`src/rtl/bidir_shift_reg.sv`:
```
module bidir_shift_reg #(
  parameter int WIDTH = 8
) (
  input  logic             clk,
  input  logic             rst_n,
  input  logic [1:0]       mode,
  input  logic             ser_up_in,
  input  logic             ser_dn_in,
  input  logic             en_a_n,
  input  logic             en_b_n,
  input  logic [WIDTH-1:0] pin_in,
  output logic [WIDTH-1:0] pin_out,
  output logic             pin_oe,
  output logic             tap_lo,
  output logic             tap_hi
);
  localparam int MSB = WIDTH - 1;
  localparam logic [1:0] M_KEEP = 2'b00;
  localparam logic [1:0] M_DOWN = 2'b01;
  localparam logic [1:0] M_UP   = 2'b10;
  localparam logic [1:0] M_LOAD = 2'b11;

  logic [MSB:0] q;
  logic [MSB:0] q_nxt;

  always_comb begin
    case (mode)
      M_UP:    q_nxt = {q[MSB-1:0], ser_up_in};
      M_DOWN:  q_nxt = {ser_dn_in, q[MSB:1]};
      M_LOAD:  q_nxt = pin_in;
      default: q_nxt = q;
    endcase
  end

  always_ff @(posedge clk or negedge rst_n) begin
    if (!rst_n) q <= '0;
    else        q <= q_nxt;
  end

  assign pin_out = q;
  assign pin_oe  = !en_a_n && !en_b_n && (mode != M_LOAD);
  assign tap_lo  = q[0];
  assign tap_hi  = q[MSB];

  p_clear_r1: assert property (@(posedge clk) !rst_n |-> (pin_out == '0));

  p_keep_r2: assert property (@(posedge clk) disable iff (!rst_n)
    (mode == M_KEEP) |=> $stable(pin_out));

  p_up_r3: assert property (@(posedge clk) disable iff (!rst_n)
    (mode == M_UP) |=> (pin_out == {$past(pin_out[MSB-1:0]), $past(ser_up_in)}));

  p_down_r4: assert property (@(posedge clk) disable iff (!rst_n)
    (mode == M_DOWN) |=> (pin_out == {$past(ser_dn_in), $past(pin_out[MSB:1])}));

  p_load_r5: assert property (@(posedge clk) disable iff (!rst_n)
    (mode == M_LOAD) |=> (pin_out == $past(pin_in)));

  p_no_contend_r6: assert property (@(posedge clk) disable iff (!rst_n)
    (mode == M_LOAD || en_a_n || en_b_n) |-> !pin_oe);

  p_taps_r8: assert property (@(posedge clk) disable iff (!rst_n)
    (tap_lo == pin_out[0]) && (tap_hi == pin_out[MSB]));
endmodule

```
`config.mk`:
```
export PLATFORM = sky130hd
export DESIGN_NAME = bidir_shift_reg
export DESIGN_NICKNAME = d
export VERILOG_FILES = /design/src/rtl/bidir_shift_reg.sv
export SDC_FILE = /design/constraint.sdc
export NUM_CORES = 1
export LEC_CHECK = 0
export BUFFER_PORTS_ARGS = -buffer_cell sky130_fd_sc_hd__buf_2
export CAP_MARGIN = 20
export CORE_AREA = 2 2 39 41
export CTS_BUF_LIST = sky130_fd_sc_hd__clkbuf_2 sky130_fd_sc_hd__clkbuf_4 sky130_fd_sc_hd__clkbuf_8
export CTS_CLUSTER_DIAMETER = 30
export DETAILED_ROUTE_END_ITERATION = 8
export DIE_AREA = 0 0 41 43
export GPL_ROUTABILITY_DRIVEN = 0
export HOLD_SLACK_MARGIN = 0.02
export PLACE_DENSITY = 0.64
export SYNTH_ARGS = -nofsm -noshare
export SYNTH_HDL_FRONTEND = slang
export SYNTH_SLANG_ARGS = --single-unit
```
`constraint.sdc`:
```
create_clock -name clk -period 1.9 [get_ports clk]
set_clock_uncertainty 0.2 [all_clocks]
set_input_delay 0.19 -clock clk [delete_from_list [all_inputs] [get_ports clk]]
set_output_delay 0.19 -clock clk [all_outputs]
set_load 0.02 [all_outputs]
```
; ---- Word-level counts from Yosys, hierarchy flattened
; Cells that the tools add are included.
[totals]
reg_bits = 8
in_bits = 16
out_inout_bits = 11
word_cells = 11
[classes]
n_eq_ne = 4
n_mux = 1
reduce_logical = 5
[ops]
columns = operator, count
row1 = 8-bit one-hot mux with 3 select lines, 1
row2 = "2-bit == test, second input constant", 2
row3 = 3-bit nonzero test, 1
row4 = "2-bit by 1-bit == test with 1-bit output, second input constant", 1
row5 = 1-bit logical AND, 2
row6 = 1-bit logical NOT, 2
row7 = "2-bit inequality test, second input constant", 1

; ---- Logic depth before layout (Yosys ltp)
[logic_depth]
word_depth = 3
mapped_depth = 2
depth_no_buf = 1

; ---- Least setup slack after synthesis
; No wires, ideal clock.
[synth_path]
path_type = input -> output
start = input port mode[0]
end = output port pin_oe
arrival_time_ns = 0.892
required_time_ns = 1.510
path_slack_ns = 0.618
cell_stages = 2
n_path_buf = 1
cell_sequence = buf_6 a211oi_1
[synth_between]
elab_chain_cells = 2
[synth_lines]
columns = element, line
row1 = from (decl), 6  ; input logic [1:0] mode,
row2 = 2-bit inequality test, 41  ; assign pin_oe = !en_a_n && !en_b_n && (mode != M_LOAD);
row3 = 1-bit logical AND, 41
row4 = to (decl), 13  ; output logic pin_oe,
; Every way passes these cells.

; ---- Final worst setup path
[layout_path]
start = register q[3] (netlist: pin_out[3])
end = output port pin_out[3]
[layout_rtl]
columns = element, line
row1 = from (decl), 23  ; logic [MSB:0] q;
row2 = from (signal assigned), 37  ; else q <= q_nxt;
row3 = to (decl), 12  ; output logic [WIDTH-1:0] pin_out,
; No word-level cell between the ends.

==> impl_results.md <==
* Critical path launch point type: register
* Slowest stage delay, CP at 410 ps
* TritonRoute pass-1 iters at 2
* H-tree depth at 1
* # DRC at 0
* Die area at 1760 sq um
* Vias in the first global route at 328
* Clock Power Share at 22.1%
* Crit path DAT at 830 ps
* Net switching power at 0.187 mW
* I/O pin count at 27
* Clock root cell: clkbuf_4
* Post-layout min period at 1220 ps
* Final setup vio count at 0
* Synth Area in Compound Gates at 1.76%
* Slowest CP cell: dfrtp_1
* First-pass GRT wire length at 1310 um
* Seq/Total Area, Yosys at 47.1%
* Pint at 0.379 mW
* Resized cells post-CTS at 0
* Buffers plus inverters on the worst setup path at 1
* Fin crit share at 64.3%
* Clk Latency, worst-skew pair at 250 ps
* Status: complete, no violations
* CP Cell Sequence: buf_2
* CTS tree: done
* Post-synthesis adder-cell area fraction at 0%
* Flop pwr share at 43.0%
* Initial antenna violation count at 0
* Max IR drop VDD at 0.376 mV
* Area Overhead vs Synth at 34.1%
* Final hold vios at 0
* # port buffers at 26
* # fillers at 131
* Antenna diode count at 0
* Crit Path Max Fanout at 4
* Slew @ Worst Pin at 257 ps
* Initial core utilization at 30.7%
* Required @ worst endpoint at 1510 ps
* CTS max path bufs at 2
* Worst hold path type: input port to register
* Row cnt at 14
* Core area at 1380 sq um
* Total Nets Final at 65
* Pre-CTS setup slack at 573 ps
* Max Cap Viol at 0
* HPWL Detailed at 710 um
* YS warnings at 0
* Vias/cell at 4.89
* Distinct cell type count after synthesis at 5
* Largest family of logic cells by synthesized area: multiplexers
* Commonest cells after routing, fill and taps aside: buf_2, mux4_2, dfrtp_1
* Worst-path clk slew at 50 ps
* Post-synthesis xor/xnor area fraction at 0%
* Post-Syn Nets at 37
* Combinational power share at 34.9%
* P_leak at 0.267 nW
* RSZ-0062 raised after global routing: no
* Crit Path Class: register to primary output
* Die extent in y at 43 um
* Overall Global Routing Usage at 11.7%
* Max-slew violations at 0
* DR iter-0 viols at 1
* Mean Syn Cell Area at 20.3 sq um
* Critical path endpoint category: primary output
* Via Count at 308
* Commonest non-fill, non-tap cell in the layout: buf_2
* #FFs+latches synth at 8
* Simple-gate area share of the yosys netlist at 0%
* Max reg flops at 8
* Crit path max-delay family: flip-flops
* Setup tns final at 0 ps
* Die Width at 41 um
* CTS buffer count at 3
* Post-synthesis mux area share at 42.4%
* Clk sinks at 8
* PnR worst setup slack at 679 ps
* Drt wl/cell at 13.9 um
* Grt ovf at 0
* Detailed-route wire length at 873 um
* Mapped Area at 425 sq um
* Mapped Cells at 21
* Detail Route Antenna Nets at 0
* Slew HR at 82.9%
* Net Sw Frac at 33.0%
* Max Freq at 819 MHz
* Pwr per Cell Area at 993 nW/um^2
* Largest net degree at the start of global routing at 10
* Share of post-route cells with drive strength above 1 at 78.7%
[cell usage after synthesis, drive strengths merged]
cell type | number | area share, %
a211oi | 1 | 1.8
buf | 4 | 8.8
dfrtp | 8 | 47
mux4 | 8 | 42
[power groups by stage]
stage	clock network (mW)	registers (mW)	logic, mW
3_5_place_dp	0	0.247	0.199
5_1_grt	0.145	0.248	0.209
2_1_floorplan	0	0.285	0.0962
6_report	0.125	0.244	0.198
4_1_cts	0.133	0.245	0.202
3_3_place_gp	0	0.245	0.196
[through the flow]
stage | power (mW) | instances | area (sq um) | util [%] | hold slack, ps
5_1_grt | 0.602 | 63 | 571 | 41.2 | 49.5
3_3_place_gp | 0.441 | 59 | 538 | 38.9 | -164
6_report | 0.567 | 63 | 571 | 41.2 | 62.3
3_5_place_dp | 0.447 | 59 | 538 | 38.9 | -159
4_1_cts | 0.580 | 63 | 571 | 41.2 | 53.0
2_1_floorplan | 0.381 | 21 | 425 | - | -306
[per-layer routing]
| metal | GRT usage [%] | share of wire (%) | vias up |
|---|---|---|---|
| met3 | 4.71 | 7.1 | 0 |
| met1 | 14.8 | 40 | 153 |
| li1 | - | - | 140 |
| met2 | 16.9 | 53 | 15 |
| met4 | 6.00 | 0 | 0 |
| met5 | 0 | 0 | - |
[logic make-up after synthesis]
family / count (synthesis)
AOI/OAI and AO/OA: 1
buffers and inverters: 4
DFF: 8
muxes: 8
[area by class of cell]
cell class	count	area [sq um]	area share, %
repair buffers	27	140	24.6
flip-flops and latches	8	200	35.1
well taps	16	20.0	3.51
multi-input cells	9	188	32.9
clock buffers	3	22.5	3.95
[timing repair]
item	in CTS	in global routing
hold buffers	1	0
setup buffers	0	0
endpoints found under the hold margin	8	0
[final timing paths]
| check | endpoint | depth (start not counted) | startpoint | slack (ps) |
|---|---|---|---|---|
| worst max-delay path | pin_out[3] | 1 | pin_out[3]$_DFFE_PN0P_ | 680 |
| worst min-delay path | pin_out[0]$_DFFE_PN0P_ | 2 | pin_in[0] | 60 |
| worst max register to register | pin_out[2]$_DFFE_PN0P_ | 1 | pin_out[3]$_DFFE_PN0P_ | 690 |
| worst min register to register | pin_out[0]$_DFFE_PN0P_ | 1 | pin_out[0]$_DFFE_PN0P_ | 440 |
| max in group asynchronous | pin_out[0]$_DFFE_PN0P_ | 2 | rst_n | 1230 |
| min in group asynchronous | pin_out[4]$_DFFE_PN0P_ | 2 | rst_n | 110 |
Note: power is estimated with default switching activity, not from simulation.
